$ cat config.mk
export PLATFORM = sky130hd
export DESIGN_NAME = acc_seq
export DESIGN_NICKNAME = d
export VERILOG_FILES = /design/src/rtl/acc_seq_pkg.sv /design/src/rtl/acc_seq_alu.sv /design/src/rtl/acc_seq_wait.sv /design/src/rtl/acc_seq.sv
export SDC_FILE = /design/constraint.sdc
export NUM_CORES = 1
export LEC_CHECK = 0
export ABC_AREA = 0
export BUFFER_PORTS_ARGS = -buffer_cell sky130_fd_sc_hd__buf_2
export CAP_MARGIN = 20
export CORE_MARGIN = 5
export CORE_UTILIZATION = 53
export DETAILED_ROUTE_END_ITERATION = 12
export PLACE_DENSITY = 0.87
export RECOVER_POWER = 50
export SYNTH_ARGS = -nofsm -noshare
export SYNTH_HDL_FRONTEND = slang
export SYNTH_SLANG_ARGS = --single-unit
$ cat constraint.sdc
create_clock -name clk -period 3.8 [get_ports clk]
set_input_delay 0.57 -clock clk [delete_from_list [all_inputs] [get_ports clk]]
set_output_delay 0.57 -clock clk [all_outputs]
set_load 0.02 [all_outputs]
$ cat src/rtl/acc_seq_pkg.sv
package acc_seq_pkg;

    localparam int OP_W = 4;

    localparam logic [OP_W-1:0] OP_LOAD  = 4'h3;
    localparam logic [OP_W-1:0] OP_SETB  = 4'h4;
    localparam logic [OP_W-1:0] OP_ADDU  = 4'h5;
    localparam logic [OP_W-1:0] OP_ADDS  = 4'h6;
    localparam logic [OP_W-1:0] OP_SUBS  = 4'h7;
    localparam logic [OP_W-1:0] OP_STORE = 4'h8;
    localparam logic [OP_W-1:0] OP_WAIT  = 4'h9;

    typedef enum logic [1:0] {
        ST_FETCH = 2'd0,
        ST_EXEC  = 2'd1,
        ST_READ  = 2'd2,
        ST_WAIT  = 2'd3
    } state_e;

    // Operations that need a register-space read before they can complete
    function automatic logic op_reads(input logic [OP_W-1:0] op);
        return (op == OP_LOAD) || (op == OP_ADDU) ||
               (op == OP_ADDS) || (op == OP_SUBS);
    endfunction

    // Operations allowed to touch accumulator bits above the low byte
    function automatic logic op_wide(input logic [OP_W-1:0] op);
        return (op == OP_ADDU) || (op == OP_ADDS) || (op == OP_SUBS);
    endfunction

endpackage

$ cat src/rtl/acc_seq_alu.sv
module acc_seq_alu
    import acc_seq_pkg::*;
#(
    parameter int DW = 8
) (
    input  logic [OP_W-1:0]  op,
    input  logic [DW-1:0]    fld,
    input  logic [3*DW-1:0]  acc,
    input  logic [DW-1:0]    opnd,
    output logic [3*DW-1:0]  res
);
    localparam int ACC_W = 3 * DW;
    localparam int SEL_W = $clog2(DW);

    logic [ACC_W-1:0] zext_low;
    logic [ACC_W-1:0] sext_mid;
    logic [SEL_W-1:0] bit_sel;
    logic             bit_val;

    assign zext_low = {{(2*DW){1'b0}}, opnd};
    assign sext_mid = {{DW{opnd[DW-1]}}, opnd, {DW{1'b0}}};
    assign bit_sel  = fld[SEL_W-1:0];
    assign bit_val  = fld[DW-1];

    always_comb begin
        res = acc;
        unique case (op)
            OP_LOAD: res = {acc[ACC_W-1:DW], opnd};
            OP_SETB: begin
                for (int i = 0; i < DW; i++) begin
                    if (bit_sel == SEL_W'(i)) begin
                        res[i] = bit_val;
                    end
                end
            end
            OP_ADDU: res = acc + zext_low;
            OP_ADDS: res = acc + sext_mid;
            OP_SUBS: res = acc - sext_mid;
            default: res = acc;
        endcase
    end

    // load and set-bit keep the upper accumulator bits
    always_comb begin
        if (op == OP_LOAD || op == OP_SETB) begin
            upper_keep_chk: assert (res[ACC_W-1:DW] == acc[ACC_W-1:DW])
                else $error("upper accumulator bits altered by low-byte op");
        end
    end

endmodule

$ cat src/rtl/acc_seq_wait.sv
module acc_seq_wait #(
    parameter int CW = 8
) (
    input  logic          clk,
    input  logic          rst,
    input  logic          load,
    input  logic [CW-1:0] load_val,
    output logic          last
);
    logic [CW-1:0] cnt_d, cnt_q;

    always_comb begin
        cnt_d = cnt_q;
        if (load) begin
            cnt_d = load_val;
        end else if (cnt_q != '0) begin
            cnt_d = cnt_q - 1'b1;
        end
    end

    always_ff @(posedge clk) begin
        if (rst) cnt_q <= '0;
        else     cnt_q <= cnt_d;
    end

    assign last = (cnt_q == CW'(1));


    property no_reload_chk_p;
        @(posedge clk) disable iff (rst) load |-> (cnt_q == '0);
    endproperty
    no_reload_chk: assert property (no_reload_chk_p)
        else $error("stall counter reloaded while still counting");

endmodule

$ cat src/rtl/acc_seq.sv
module acc_seq
    import acc_seq_pkg::*;
#(
    parameter int PC_W = 8,
    parameter int DW   = 8
) (
    input  logic                 clk,
    input  logic                 rst,
    output logic [PC_W-1:0]      prog_addr,
    input  logic [OP_W+DW-1:0]   prog_data,
    output logic [DW-1:0]        reg_addr,
    input  logic [DW-1:0]        reg_rdata,
    output logic [DW-1:0]        reg_wdata,
    output logic                 reg_we,
    output logic [3*DW-1:0]      acc_o
);
    localparam int ACC_W = 3 * DW;
    localparam int IW    = OP_W + DW;

    typedef struct packed {
        state_e            st;
        logic [PC_W-1:0]   pc;
        logic [ACC_W-1:0]  acc;
        logic [IW-1:0]     ir;
    } seq_t;

    localparam seq_t RST_VAL = '{st: ST_FETCH, pc: '0, acc: '0, ir: '0};

    seq_t r_d, r_q;

    logic [OP_W-1:0]  cur_op;
    logic [DW-1:0]    cur_fld;
    logic [ACC_W-1:0] alu_res;
    logic             wait_load;
    logic             wait_last;
    logic             we_c;

    // In EXEC the word comes straight from program memory; later it is held
    assign cur_op  = (r_q.st == ST_EXEC) ? prog_data[IW-1:DW] : r_q.ir[IW-1:DW];
    assign cur_fld = (r_q.st == ST_EXEC) ? prog_data[DW-1:0]  : r_q.ir[DW-1:0];

    acc_seq_alu #(.DW(DW)) u_alu (
        .op   (cur_op),
        .fld  (cur_fld),
        .acc  (r_q.acc),
        .opnd (reg_rdata),
        .res  (alu_res)
    );

    acc_seq_wait #(.CW(DW)) u_wait (
        .clk      (clk),
        .rst      (rst),
        .load     (wait_load),
        .load_val (cur_fld),
        .last     (wait_last)
    );

    always_comb begin
        r_d       = r_q;
        wait_load = 1'b0;
        we_c      = 1'b0;
        unique case (r_q.st)
            ST_FETCH: begin
                r_d.st = ST_EXEC;
            end
            ST_EXEC: begin
                r_d.ir = prog_data;
                if (op_reads(cur_op)) begin
                    r_d.st = ST_READ;
                end else if (cur_op == OP_WAIT && cur_fld != '0) begin
                    wait_load = 1'b1;
                    r_d.st    = ST_WAIT;
                end else begin
                    if (cur_op == OP_SETB)  r_d.acc = alu_res;
                    if (cur_op == OP_STORE) we_c    = 1'b1;
                    r_d.pc = r_q.pc + 1'b1;
                    r_d.st = ST_FETCH;
                end
            end
            ST_READ: begin
                r_d.acc = alu_res;
                r_d.pc  = r_q.pc + 1'b1;
                r_d.st  = ST_FETCH;
            end
            ST_WAIT: begin
                if (wait_last) begin
                    r_d.pc = r_q.pc + 1'b1;
                    r_d.st = ST_FETCH;
                end
            end
            default: r_d = RST_VAL;
        endcase
    end

    always_ff @(posedge clk) begin
        if (rst) r_q <= RST_VAL;
        else     r_q <= r_d;
    end

    assign prog_addr = r_q.pc;
    assign acc_o     = r_q.acc;
    assign reg_addr  = cur_fld;
    assign reg_wdata = r_q.acc[DW-1:0];
    assign reg_we    = we_c;


    property pc_step_chk_p;
        @(posedge clk) disable iff (rst)
            (!$past(rst) && prog_addr != $past(prog_addr))
                |-> (prog_addr == PC_W'($past(prog_addr) + 1'b1));
    endproperty
    pc_step_chk: assert property (pc_step_chk_p)
        else $error("program counter moved by other than one");


    property store_pulse_chk_p;
        @(posedge clk) disable iff (rst) reg_we |=> !reg_we;
    endproperty
    store_pulse_chk: assert property (store_pulse_chk_p)
        else $error("write strobe held for more than one cycle");


    property store_keep_chk_p;
        @(posedge clk) disable iff (rst) reg_we |=> $stable(acc_o);
    endproperty
    store_keep_chk: assert property (store_keep_chk_p)
        else $error("store altered the accumulator");


    property upper_src_chk_p;
        @(posedge clk) disable iff (rst)
            (!$past(rst) && acc_o[ACC_W-1:DW] != $past(acc_o[ACC_W-1:DW]))
                |-> ($past(r_q.st) == ST_READ && op_wide($past(r_q.ir[IW-1:DW])));
    endproperty
    upper_src_chk: assert property (upper_src_chk_p)
        else $error("upper accumulator bits changed outside an arithmetic op");

endmodule

==> metrics.csv <==
metric,value,unit
grt_first_pass_wirelength,21700,microns
hpwl,10300,microns
dr_wl_met2,6620,microns
synth-seq-cells,54,
fmax,0.288,GHz
synth_edf_count,0,
yosysTopAreaCell,dfxtp_1,
max-cap-violations,0,
syn-num-nets,678,
place_congestion,0.924,
nFillCells,834,
cp_data_required_time,4.07,ns
final.min_clock_period,3.48,ns
power_leakage,1.96,nW
finalSetupViolCount,0,
synth_top_area_share,22.3,%
top_layer_used,met4,
core.rowCount,34,
outcome,"finished, final reports clean",
p_total,1.65,mW
cpPeakStageDelay,0.50,ns
path_buf_inv,1,
antenna_found_initial,0,
tightestPinTransition,1.08,ns
met3_length,1020,microns
async_reset_ff_share,0,%
ant_nets,0,
synth_common_cells,"69 x nor2_1, 54 x dfxtp_1, 45 x a21oi_1",
layout.area.seq,1080,sq um
drt_wl_total,13600,microns
power_density,326,nW/um^2
placedCellCount,749,
drt-pass1-iter-count,5,
grt_max_degree,51,
rsz0062_at_grt,no,
cp-end-kind,flip-flop,
area_growth,4.00,%
crit_slowest_cell,or4b_1,
die_x,106,microns
ys_warn_count,0,
worstSetupStartpointType,flip-flop,
cts.sinks,54,
h-tree-depth,2,
die_h,106,microns
min_path_type,flip-flop to flip-flop,
hold_viol,0,
path_cells,"inv_1, ha_1, nand4bb_1, a21oi_2, a31oi_1, xnor2_1, ha_1, or2_2, or4b_1, o21ai_0, a21oi_1, a41o_1, a21oi_1",
num-nets-final,703,
cp.arrival,3.75,ns
mappedNetlistArea,4850,sq um
clk_latency,0.33,ns
post_cts_buffers,0,
clock_tree.root_cell,clkbuf_8,
synth_ff_type,dfxtp_1,
grt_remaining_overflow,0,
cts_tree,yes,
fin_cells,757,
drt-initial-drc-count,408,
vias,4915,
vdd_drop_max,0.000212,V
drv_slew,0,
diodes,0,
ys_top_cells_by_area,"dfxtp_1 22%, ha_1 8.0%, buf_4 6.7%",
multi_input_area,3270,sq um
clk_path_buf_depth,2,
synth_most_common_cell,nor2_1,
initial_core_util,55.0,%
cp_max_fo,7,
io_buffers,70,
fin_setup_tns,0,ns
synth_cells,623,
period_share,91.5,%
fp.coreArea,8810,sq um
vias_per_cell,6.49,
wl_per_cell,17.9,microns
drc,0,
final_layout_size_suffix_gt1_share,9.71,%
drt-met1-wl,5710,microns
slew_headroom,27.5,%
critical_path_class,flip-flop to flip-flop,
cts_made_buffers,5,
clkTransAtPathRegs,0.11,ns
die-area,11200,sq um
syn_area_per_cell,7.78,sq um
grt_pass1_vias,4562,
seq_area_frac_synth,22.3,%
grt_usage,23.1,%
skew,0.00983,ns
ios,71,
cpLargestDelayFamily,compound AO/OA/AOI/OAI gates,
ys_types,73,
per-layer routing:
layer,vias up,GRT usage [%]
met5,-,0
met4,0,5.74
met3,27,3.06
met1,2320,30.0
li1,2323,-
met2,245,40.6
where the power goes:
group,total [mW],switching (mW),leakage [nW],internal [mW]
logic,0.605,0.361,1.47,0.244
clock network,0.369,0.218,0.0478,0.151
registers,0.671,0.0571,0.439,0.614
state kept, by name (all words and copies together) (netlist names):
signal        cells
u_wait.cnt_q      8
prog_addr         8
r_q              14
acc_o            24
through the flow:
step           hold slack, ns  setup slack [ns]  area, sq um  utilization (%)
3_3_place_gp            0.502             0.289         5010             56.9
3_5_place_dp            0.508             0.217         5010             56.9
5_1_grt                 0.572            0.0899         5040             57.2
6_report                0.526             0.322         5040             57.2
4_1_cts                 0.529             0.238         5110             58.0
2_1_floorplan           0.466             0.261         4850                -
final timing paths:
path,start,to,slack [ns],cells after the start
setup / recovery,r_q[45]$_SDFFE_PP0N_,acc_o[21]$_SDFFE_PP0P_,0.32,13
hold / removal,acc_o[5]$_SDFFE_PP0P_,acc_o[5]$_SDFFE_PP0P_,0.53,2
setup reg to reg,r_q[45]$_SDFFE_PP0N_,acc_o[21]$_SDFFE_PP0P_,0.32,13
hold reg to reg,acc_o[5]$_SDFFE_PP0P_,acc_o[5]$_SDFFE_PP0P_,0.53,2
worst register-to-register path, stage by stage, from the launching register on:
cell	delay [ns]
dfxtp_1	0.35
inv_1	0.07
ha_1	0.24
nand4bb_1	0.26
a21oi_2	0.34
a31oi_1	0.10
xnor2_1	0.16
ha_1	0.27
or2_2	0.33
or4b_1	0.50
o21ai_0	0.35
a21oi_1	0.12
a41o_1	0.22
a21oi_1	0.13
cell type report:
class                   instances  share of cell area, %
well taps                     108                   2.68
multi-input cells             483                   64.8
clock buffers                   6                   1.64
inverters                      24                   1.79
flip-flops and latches         54                   21.4
repair buffers                 80                   7.30
clock inverters                 2                  0.323
layout by cell type, fill, tap and decap left out, drive strengths merged, types with 24 or more instances in the layout:
master / Yosys / layout
a21oi: 45 / 45
dfxtp: 54 / 54
ha: 31 / 31
nand2: 38 / 38
clkbuf: 14 / 48
buf: 48 / 38
o21ai: 42 / 42
nor3: 27 / 27
nor2: 69 / 69
inv: 23 / 24
cells by family (layout without fill, tap and decap cells):
kind of cell,count (synthesis),in the layout,share of synthesized area [%]
xor+xnor,27,27,4.88
mux,21,21,4.75
buf+inv,86,112,10.1
fa+ha+maj,34,34,9.04
simple gates,220,220,24.1
flops,54,54,22.3
compound gates,181,181,24.9
what timing repair did:
action	CTS	global route
hold buffers	0	0
gates resized for setup	0	1
setup endpoints to repair	0	2
No activity file was read; power rests on OpenSTA's default activity.
